`config.mk`:
```
export PLATFORM = sky130hd
export DESIGN_NAME = xlate_translator
export DESIGN_NICKNAME = d
export VERILOG_FILES = /design/src/rtl/xlate_pkg.sv /design/src/rtl/xlate_tlb.sv /design/src/rtl/xlate_datapath.sv /design/src/rtl/xlate_ctrl.sv /design/src/rtl/xlate_translator.sv
export SDC_FILE = /design/constraint.sdc
export NUM_CORES = 1
export LEC_CHECK = 0
export ABC_AREA = 1
export BUFFER_PORTS_ARGS = -buffer_cell sky130_fd_sc_hd__buf_2
export CORE_AREA = 5 5 131 133
export CTS_CLUSTER_SIZE = 25
export DETAILED_ROUTE_END_ITERATION = 12
export DIE_AREA = 0 0 136 138
export PLACE_DENSITY = 0.52
export SETUP_SLACK_MARGIN = 0.15
export SYNTH_ARGS = -nofsm -noshare
export SYNTH_HDL_FRONTEND = slang
export SYNTH_SLANG_ARGS = --single-unit
```
`constraint.sdc`:
```
create_clock -name clk -period 2.6 [get_ports clk]
set_clock_uncertainty 0.2 [all_clocks]
set_input_delay 0.26 -clock clk [delete_from_list [all_inputs] [get_ports clk]]
set_output_delay 0.26 -clock clk [all_outputs]
set_load 0.05 [all_outputs]
```
`src/rtl/xlate_pkg.sv`:
```
package xlate_pkg;

  // Strobes from control to datapath
  typedef struct packed {
    logic latchReq;     // capture the request address
    logic latchPtBase;  // capture page-table base from first read
    logic latchFrame;   // capture frame from second read
    logic fillEntry;    // install page/frame pair in the buffer
    logic pageStep;     // memory address selects page-table read
    logic useWalkFrame; // result frame comes from walk register
  } xlStrobe_t;

  typedef enum logic [2:0] {
    ST_IDLE,
    ST_LOOKUP,
    ST_SEGRD,
    ST_PGRD,
    ST_DONE
  } xlState_t;

endpackage

```
`src/rtl/xlate_tlb.sv`:
```
module xlate_tlb #(
  parameter int VPN_W   = 6,
  parameter int FRAME_W = 8,
  parameter int TLB_N   = 4
) (
  input  logic               clk,
  input  logic               rstN,
  input  logic               flush,
  input  logic [VPN_W-1:0]   lookVpn,
  output logic [FRAME_W:0]   lookBus,   // all ones = not found
  input  logic               fillEn,
  input  logic [VPN_W-1:0]   fillVpn,
  input  logic [FRAME_W-1:0] fillFrame
);
  localparam int IDX_W = (TLB_N > 1) ? $clog2(TLB_N) : 1;
  localparam logic [IDX_W-1:0] LAST_IDX = IDX_W'(TLB_N - 1);

  logic [VPN_W-1:0]   tagQ   [TLB_N];
  logic [FRAME_W-1:0] frameQ [TLB_N];
  logic [TLB_N-1:0]   validQ;
  logic [TLB_N-1:0]   hitVec;
  logic [IDX_W-1:0]   rrPtr;

  for (genvar i = 0; i < TLB_N; i++) begin : g_cmp
    assign hitVec[i] = validQ[i] && (tagQ[i] == lookVpn);
  end

  always_comb begin
    lookBus = '1;
    for (int i = 0; i < TLB_N; i++) begin
      if (hitVec[i]) lookBus = {1'b0, frameQ[i]};
    end
  end

  always_ff @(posedge clk or negedge rstN) begin
    if (!rstN) begin
      validQ <= '0;
      rrPtr  <= '0;
    end else if (flush) begin
      validQ <= '0;
    end else if (fillEn) begin
      validQ[rrPtr] <= 1'b1;
      rrPtr         <= (rrPtr == LAST_IDX) ? '0 : rrPtr + 1'b1;
    end
  end

  always_ff @(posedge clk) begin
    if (fillEn && !flush) begin
      tagQ[rrPtr]   <= fillVpn;
      frameQ[rrPtr] <= fillFrame;
    end
  end

  AST_TLB_ONEHOT: assert property (@(posedge clk) disable iff (!rstN)
    $onehot0(hitVec));

  AST_FLUSH_CLEARS: assert property (@(posedge clk) disable iff (!rstN)
    flush |=> (validQ == '0));

  AST_FILL_VISIBLE: assert property (@(posedge clk) disable iff (!rstN)
    (fillEn && !flush) |=> (validQ[$past(rrPtr)] && tagQ[$past(rrPtr)] == $past(fillVpn)));

  AST_RR_ADVANCE: assert property (@(posedge clk) disable iff (!rstN)
    (fillEn && !flush) |=> (rrPtr != $past(rrPtr) || TLB_N == 1));

endmodule

```
`src/rtl/xlate_datapath.sv`:
```
module xlate_datapath
  import xlate_pkg::*;
#(
  parameter int SEG_W   = 2,
  parameter int SOFF_W  = 4,
  parameter int OFF_W   = 8,
  parameter int FRAME_W = 8,
  parameter int ADDR_W  = 16,
  parameter int DATA_W  = 16,
  parameter int TLB_N   = 4
) (
  input  logic                         clk,
  input  logic                         rstN,
  input  logic                         flush,
  input  xlStrobe_t                    strb,
  input  logic [SEG_W+SOFF_W+OFF_W-1:0] reqVaddr,
  input  logic [ADDR_W-1:0]            stBase,
  input  logic [DATA_W-1:0]            memData,
  output logic                         lookHit,
  output logic [ADDR_W-1:0]            memAddr,
  output logic [FRAME_W+OFF_W-1:0]     donePaddr
);
  localparam int VPN_W = SEG_W + SOFF_W;
  localparam int VA_W  = VPN_W + OFF_W;

  logic [VA_W-1:0]    vaQ;
  logic [ADDR_W-1:0]  ptBaseQ;
  logic [FRAME_W-1:0] frameQ;
  logic [FRAME_W:0]   lookBus;

  logic [VPN_W-1:0]  vpn;
  logic [SEG_W-1:0]  segNum;
  logic [SOFF_W-1:0] segOff;
  logic [OFF_W-1:0]  pageOff;

  assign vpn     = vaQ[VA_W-1:OFF_W];
  assign segNum  = vaQ[VA_W-1 -: SEG_W];
  assign segOff  = vaQ[OFF_W +: SOFF_W];
  assign pageOff = vaQ[OFF_W-1:0];

  always_ff @(posedge clk or negedge rstN) begin
    if (!rstN) begin
      vaQ     <= '0;
      ptBaseQ <= '0;
      frameQ  <= '0;
    end else begin
      if (strb.latchReq)    vaQ     <= reqVaddr;
      if (strb.latchPtBase) ptBaseQ <= memData[ADDR_W-1:0];
      if (strb.latchFrame)  frameQ  <= memData[FRAME_W-1:0];
    end
  end

  assign memAddr = strb.pageStep ? (ptBaseQ + ADDR_W'(segOff))
                                 : (stBase + ADDR_W'(segNum));

  assign lookHit   = ~lookBus[FRAME_W];
  assign donePaddr = {strb.useWalkFrame ? frameQ : lookBus[FRAME_W-1:0], pageOff};

  xlate_tlb #(
    .VPN_W  (VPN_W),
    .FRAME_W(FRAME_W),
    .TLB_N  (TLB_N)
  ) i_tlb (
    .clk      (clk),
    .rstN     (rstN),
    .flush    (flush),
    .lookVpn  (vpn),
    .lookBus  (lookBus),
    .fillEn   (strb.fillEntry),
    .fillVpn  (vpn),
    .fillFrame(memData[FRAME_W-1:0])
  );

  AST_VA_HELD: assert property (@(posedge clk) disable iff (!rstN)
    !strb.latchReq |=> $stable(vaQ));

endmodule

```
`src/rtl/xlate_ctrl.sv`:
```
module xlate_ctrl
  import xlate_pkg::*;
(
  input  logic      clk,
  input  logic      rstN,
  input  logic      reqValid,
  input  logic      lookHit,
  input  logic      memAck,
  output logic      reqReady,
  output logic      doneValid,
  output logic      memReq,
  output xlStrobe_t strb
);
  xlState_t state, nextState;

  always_ff @(posedge clk or negedge rstN) begin
    if (!rstN) state <= ST_IDLE;
    else       state <= nextState;
  end

  always_comb begin
    nextState = state;
    strb      = '0;
    reqReady  = 1'b0;
    doneValid = 1'b0;
    memReq    = 1'b0;
    unique case (state)
      ST_IDLE: begin
        reqReady = 1'b1;
        if (reqValid) begin
          strb.latchReq = 1'b1;
          nextState     = ST_LOOKUP;
        end
      end
      ST_LOOKUP: begin
        if (lookHit) begin
          doneValid = 1'b1;
          nextState = ST_IDLE;
        end else begin
          nextState = ST_SEGRD;
        end
      end
      ST_SEGRD: begin
        memReq = 1'b1;
        if (memAck) begin
          strb.latchPtBase = 1'b1;
          nextState        = ST_PGRD;
        end
      end
      ST_PGRD: begin
        memReq        = 1'b1;
        strb.pageStep = 1'b1;
        if (memAck) begin
          strb.latchFrame = 1'b1;
          strb.fillEntry  = 1'b1;
          nextState       = ST_DONE;
        end
      end
      ST_DONE: begin
        doneValid         = 1'b1;
        strb.useWalkFrame = 1'b1;
        nextState         = ST_IDLE;
      end
      default: nextState = ST_IDLE;
    endcase
  end

  AST_HIT_LATENCY: assert property (@(posedge clk) disable iff (!rstN)
    (state == ST_LOOKUP && lookHit) |-> (doneValid && !memReq));

  AST_DONE_PULSE: assert property (@(posedge clk) disable iff (!rstN)
    doneValid |=> !doneValid);

  AST_BUSY_NOT_READY: assert property (@(posedge clk) disable iff (!rstN)
    (memReq || doneValid) |-> !reqReady);

  AST_ACCEPT_BLOCKS: assert property (@(posedge clk) disable iff (!rstN)
    (reqValid && reqReady) |=> !reqReady);

endmodule

```
`src/rtl/xlate_translator.sv`:
```
module xlate_translator #(
  parameter int SEG_W   = 2,
  parameter int SOFF_W  = 4,
  parameter int OFF_W   = 8,
  parameter int FRAME_W = 8,
  parameter int ADDR_W  = 16,
  parameter int DATA_W  = 16,
  parameter int TLB_N   = 4,
  localparam int VA_W   = SEG_W + SOFF_W + OFF_W,
  localparam int PA_W   = FRAME_W + OFF_W
) (
  input  logic              clk,
  input  logic              rstN,
  input  logic              flush,
  input  logic              reqValid,
  input  logic [VA_W-1:0]   reqVaddr,
  output logic              reqReady,
  input  logic [ADDR_W-1:0] stBase,
  output logic              doneValid,
  output logic [PA_W-1:0]   donePaddr,
  output logic              memReq,
  output logic [ADDR_W-1:0] memAddr,
  input  logic              memAck,
  input  logic [DATA_W-1:0] memData
);
  xlate_pkg::xlStrobe_t strb;
  logic lookHit;

  xlate_ctrl i_ctrl (
    .clk      (clk),
    .rstN     (rstN),
    .reqValid (reqValid),
    .lookHit  (lookHit),
    .memAck   (memAck),
    .reqReady (reqReady),
    .doneValid(doneValid),
    .memReq   (memReq),
    .strb     (strb)
  );

  xlate_datapath #(
    .SEG_W  (SEG_W),
    .SOFF_W (SOFF_W),
    .OFF_W  (OFF_W),
    .FRAME_W(FRAME_W),
    .ADDR_W (ADDR_W),
    .DATA_W (DATA_W),
    .TLB_N  (TLB_N)
  ) i_dp (
    .clk      (clk),
    .rstN     (rstN),
    .flush    (flush),
    .strb     (strb),
    .reqVaddr (reqVaddr),
    .stBase   (stBase),
    .memData  (memData),
    .lookHit  (lookHit),
    .memAddr  (memAddr),
    .donePaddr(donePaddr)
  );

  AST_MEM_HOLD: assert property (@(posedge clk) disable iff (!rstN)
    (memReq && !memAck) |=> (memReq && $stable(memAddr)));

endmodule

```
Word-level counts from Yosys, hierarchy flattened
Memory sizes are Yosys's and may differ from the RTL's.
Cells that the tools add are included.
- memory bits (writable): 56
- flip-flop bits (word level): 47
- memories: 2
- output and inout bits: 35
- mux-type cells: 29
- bitwise logic cells: 2
- reductions and logical operators: 12
- eq/ne operators: 12
- $lt $le $gt $ge: 2
- add/subtract/negate cells: 3
- memories (memory ; depth ; width ; read ports ; clocked after memory_dff ; write ports ; RTL line ; text):
    i_dp.i_tlb.frameQ ; 4 ; 8 ; 4 ; 0 ; 1 ; xlate_tlb.sv:19 ; logic [FRAME_W-1:0] frameQ [TLB_N];
    i_dp.i_tlb.tagQ ; 4 ; 6 ; 4 ; 0 ; 1 ; xlate_tlb.sv:18 ; logic [VPN_W-1:0] tagQ [TLB_N];
- operator list (kind ; number):
    two-way mux 9 bit ; 4
    equality test 6 bit ; 4
    adder 16 x 2 -> 16 bit ; 1
    adder 16 x 4 -> 16 bit ; 1
    two-way mux 16 bit ; 1
    two-way mux 3 bit ; 4
    one-hot mux 3 bit (4 select lines) ; 1
    two-way mux 1 bit ; 11
    two-way mux 4 bit ; 2
    two-way mux 8 bit ; 1
    equality test 3 x 2 -> 1 bit (second input constant) ; 2
    logical AND 1 bit ; 6
    two-way mux 2 bit ; 3
    inequality test 2 bit (second input constant) ; 3
    OR 4 bit ; 1
    equality test 3 x 1 -> 1 bit (second input constant) ; 1
    equality test 3 bit (second input constant) ; 1
    zero test 3 bit ; 1
    < comparator 2 x 3 -> 1 bit (second input constant) ; 1
    AND reduction 3 bit ; 1
    adder 2 x 1 -> 2 bit (second input constant) ; 1
    demux 1 bit (select 2 bit) ; 1
    equality test 2 bit (second input constant) ; 1
    greater-or-equal comparator 2 x 1 -> 1 bit (second input constant) ; 1
    other kinds (6) ; 6

Logic depth before layout (Yosys ltp)
An unclocked memory read counts as a cell.
- depth in word-level cells: 9
- mapped depth: 13

By module
Synthesis repeated with hierarchy kept, for this count alone.
- cell total of the unflattened synthesis: 678
- area, all modules: 5838.1 sq um
- by module, submodules not included (module ; instances ; cells an instance ; area each (sq um)):
    xlate_tlb ; 1 ; 281 ; 2921.6
    xlate_datapath ; 1 ; 365 ; 2701.3
    xlate_ctrl ; 1 ; 32 ; 215.2

Worst setup path after synthesis
Ideal clock, no wire load.
- path type: register -> output
- from: register i_dp.vaQ[8]
- to: output memAddr[8]
- arrival: 2.642 ns
- buffers on the path: 0
- cell stages (with the launch flop): 7
- setup slack: -0.502 ns
- data required time: 2.140 ns
- cell sequence: dfrtp_1 -> ha_1 -> fa_1 -> nand3_1 -> nand3_1 -> and3_1 -> o31ai_1
- word-level cells in the longest chain between the ends: 2
- RTL lines (what ; RTL line ; text):
    start: declaration ; xlate_datapath.sv:26 ; logic [VA_W-1:0] vaQ;
    start signal: assignment ; xlate_datapath.sv:47 ; if (strb.latchReq) vaQ <= reqVaddr;
    adder 16 x 4 -> 16 bit ; xlate_datapath.sv:53 ; assign memAddr = strb.pageStep ? (ptBaseQ + ADDR_W'(segOff))
    two-way mux 16 bit ; xlate_datapath.sv:53 ;
    end: declaration ; xlate_translator.sv:22 ; output logic [ADDR_W-1:0] memAddr,
Every way passes these cells.

Worst setup path in the final report
- from: register i_dp.ptBaseQ[0]
- to: output memAddr[14]
- word-level cells in the longest chain between the ends: 2
- RTL lines (what ; RTL line ; text):
    start: declaration ; xlate_datapath.sv:27 ; logic [ADDR_W-1:0] ptBaseQ;
    start signal: assignment ; xlate_datapath.sv:48 ; if (strb.latchPtBase) ptBaseQ <= memData[ADDR_W-1:0];
    adder 16 x 4 -> 16 bit ; xlate_datapath.sv:53 ;
    two-way mux 16 bit ; xlate_datapath.sv:53 ;
Every way passes these cells.

==> summary.txt <==
Outcome
  – Outcome: finished with violations
  – Failing checks: negative setup slack

Route
  – WL final: 14.68 mm
  – TritonRoute pass-1 iters: 4
  – # DRC: 0
  – Drt initial violations: 227
  – Routed WL per cell: 14.21 um
  – ANT nets after route: 0
  – Vias per Instance: 4.603
  – Via count: 4755

STA
  – Max transition margin: 0.7281
  – Worst-Margin Slew: 407.9 ps
  – Fin crit period: 2710 ps
  – Max frequency: 369.0 MHz
  – Final period util: 1.042
  – Final Hold Fails: 0
  – Final Max Slew Viols: 0
  – Setup Viol. Count Final: 10
  – RSZ-0062 raised after global routing: true
  – PnR worst setup slack: -110.1 ps

Finish
  – Share of cells above drive strength 1: 0.3317
  – Layout Cells excl Fill: 1033
  – Final net count: 875
  – Most frequent cells in the layout: nand2_1, inv_1, buf_2
  – Antenna Cells: 0
  – Commonest non-fill, non-tap cell in the layout: nand2_1
  – Area Overhead vs Synth: 40.47%
  – Fin area: 0.007830 mm^2

Worst hold path
  – Hold depth: 3
  – Hold Path Class: input port to register
  – Hold Path End: i_dp.vaQ[10]
  – Hold path startpoint: reqVaddr[10]

Synth
  – Synthesized netlist net count: 706
  – Syn Area/Cell: 8.669 um^2
  – Post-synthesis cell type count: 42
  – Yosys reg bits: 103
  – Sequential cell area fraction in the yosys report: 0.5127
  – Synth Flop Type: edfxtp_1
  – Syn Inst Count: 643
  – Cell area after synthesis: 0.005574 mm^2
  – Post-synth EDFFs: 56
  – Synth Warn #: 0
  – Synth async-reset ratio: 0.4563

Place
  – Post-DP HPWL: 10.65 mm
  – # placed instances: 955
  – # port buffers: 85
  – Gpl congestion: 0.9013
  – Placed cell areas: 0.006459 mm^2

Floorplan
  – Standard-cell rows: 46
  – I/O pin cnt: 86
  – Die Y: 138 um
  – Die W: 136 um
  – Die area: 0.01877 mm^2
  – Initial Util: 0.3548
  – Core area: 0.01571 mm^2

Clock network
  – CTS tree: done
  – Clock Latency Late Sink: 340 ps
  – Htree depth: 3
  – Longest Clk Path Bufs: 2
  – Clock transition at path regs: 70 ps
  – Clk root buf: clkbuf_16
  – CTS Sinks: 103
  – Num CTS Buffers: 9

Setup path
  – Max incr delay on CP: 410 ps
  – Slowest cell on the critical path: dfrtp_1
  – Reg2reg end: i_dp.i_tlb.frameQ[0][7]
  – R2R Setup Slk: 390 ps
  – CP Class: register to output port
  – Startpoint class of the critical path: register
  – Arrival @ worst endpoint: 2250 ps
  – Reg2Reg Launch Point: i_ctrl.state[1]
  – Critical Path RT: 2140 ps
  – Critical-path maximum fanout: 4
  – Sequence of cells on the critical path: ha_4 -> fa_2 -> nand3_2 -> nand3_4 -> nand2_4 -> nor2_4 -> nand2_1 -> xor2_1 -> nand2_1 -> nand2_4 -> buf_8
  – R2R depth: 9
  – CP endpoint kind: output port

Global routing
  – Vias in the first global route: 4837
  – Largest net degree at the start of global routing: 30
  – Total Routing Usage GR: 0.1595
  – Global-route wire length before repair: 24.03 mm
  – Initial antenna violation count: 0
  – Global route total overflow: 0

Flow run
  – Max Cap Violations: 0

Pwr
  – P_leak: 3.576 nW
  – Pwr per Cell Area: 1018 mW/mm^2
  – Worst vdd ir: 0.0008073 V
## where the power goes
part           total [mW]  internal (mW)  leakage, nW  switching (mW)
Clock                1.37          0.777        0.144           0.590
Sequential           2.45           2.13         1.07           0.318
Combinational        4.15           1.55         2.36            2.61
## critical path: cells and delay by family, from the launching register on
| kind | cells | cell delay, ps |
|---|---|---|
| AND/OR/NAND/NOR | 7 | 630 |
| adder cells (fa/ha/maj) | 2 | 550 |
| flip-flops | 1 | 410 |
| XOR/XNOR | 1 | 160 |
| buffers and inverters | 1 | 140 |
## per-layer routing
metal / vias to the layer above / track usage / share of wire / wire, um
met2: 81 / 0.2774 / 0.51 / 7558
met5: - / 0 / 0 / 0
met4: 0 / 0.04668 / 0.015 / 220
li1: 2400 / - / - / -
met3: 21 / 0.03266 / 0.032 / 476
met1: 2253 / 0.1988 / 0.44 / 6428
## worst max-delay path by stage
stage / slack (ps) / start / to / depth (start not counted)
2_1_floorplan: -80 / i_dp.vaQ[8] / memAddr[8] / 6
3_3_place_gp: 70 / stBase[0] / memAddr[14] / 12
3_5_place_dp: -2 / i_dp.vaQ[8] / memAddr[14] / 11
4_1_cts: -110 / i_dp.vaQ[12] / memAddr[14] / 11
5_1_grt: -210 / i_dp.vaQ[12] / memAddr[14] / 11
6_report: -110 / i_dp.ptBaseQ[0] / memAddr[14] / 11
## layout make-up
class | count | area, um^2
Clock buffer | 13 | 250.2
Clock inverter | 3 | 43.79
Fill cell | 1495 | 7883
Inverter | 103 | 404.1
Multi-Input combinational cell | 429 | 2700
Sequential cell | 103 | 2860
Tap cell | 216 | 270.3
Timing Repair Buffer | 166 | 1301
## synthesized netlist by cell type (2+ instances only)
| library cell | number | area [um^2] |
|---|---|---|
| a21oi_1 | 23 | 115.1 |
| buf_2 | 4 | 20.02 |
| clkbuf_1 | 3 | 11.26 |
| dfrtp_1 | 47 | 1176 |
| edfxtp_1 | 56 | 1682 |
| fa_1 | 2 | 40.04 |
| ha_1 | 10 | 125.1 |
| inv_1 | 88 | 330.3 |
| inv_2 | 12 | 45.04 |
| inv_4 | 2 | 12.51 |
| mux2_1 | 8 | 90.09 |
| mux2_2 | 4 | 45.04 |
| nand2_1 | 198 | 743.2 |
| nand2_2 | 7 | 43.79 |
| nand3_1 | 30 | 150.1 |
| nand3_2 | 2 | 20.02 |
| nand3b_1 | 9 | 67.56 |
| nand4_1 | 5 | 31.28 |
| nor2_1 | 44 | 165.2 |
| nor2_2 | 7 | 43.79 |
| nor2_4 | 6 | 67.56 |
| nor2_8 | 2 | 40.04 |
| nor3_1 | 3 | 15.01 |
| o21ai_0 | 14 | 70.07 |
| o21ai_1 | 20 | 100.1 |
| o21bai_1 | 2 | 15.01 |
| o22ai_1 | 4 | 25.02 |
| o22ai_2 | 4 | 50.05 |
| xnor2_1 | 4 | 35.03 |
| xor2_1 | 11 | 96.34 |
## state kept, by name, indices dropped and copies added, names as in the netlist
register / flops
i_dp.i_tlb.frameQ: 32
i_dp.i_tlb.tagQ: 24
i_dp.i_tlb.rrPtr: 2
i_dp.vaQ: 14
i_dp.ptBaseQ: 16
i_ctrl.state: 3
i_dp.i_tlb.validQ: 4
i_dp.frameQ: 8
## kinds of logic after synthesis
group,Yosys count,synth area share
AO/OA/AOI/OAI,72,0.07655
multiplexers,12,0.02424
flip-flops,103,0.5127
adder cells (fa/ha/maj),12,0.02963
buffers and inverters,112,0.07924
AND/OR/NAND/NOR,317,0.2541
XOR/XNOR,15,0.02357
## repair_timing
item | 4_1_cts | 5_1_grt
gates cloned | 3 | 0
hold buffers | 28 | 0
pin swaps | 21 | 27
endpoints found under the hold margin | 69 | 0
resized for setup | 113 | 29
buffers inserted | 18 | 13
endpoints found under the setup margin | 23 | 22
## metrics by stage
| stage | power (mW) | TNS [ps] | hold WS, ps | setup slack, ps | util |
|---|---|---|---|---|---|
| after floorplan | 4.819 | -82.97 | -235.6 | -82.97 | - |
| after global placement | 5.655 | 0 | -23.66 | 71.26 | 0.4111 |
| after detailed placement | 5.692 | -1.955 | -21.76 | -1.955 | 0.4111 |
| after CTS | 7.721 | -636.0 | 14.96 | -111.0 | 0.4841 |
| after global routing | 8.449 | -2529 | 22.59 | -214.2 | 0.4983 |
| final | 7.969 | -405.2 | 20.65 | -110.1 | 0.4983 |
Note: power is estimated with default switching activity, not from simulation.
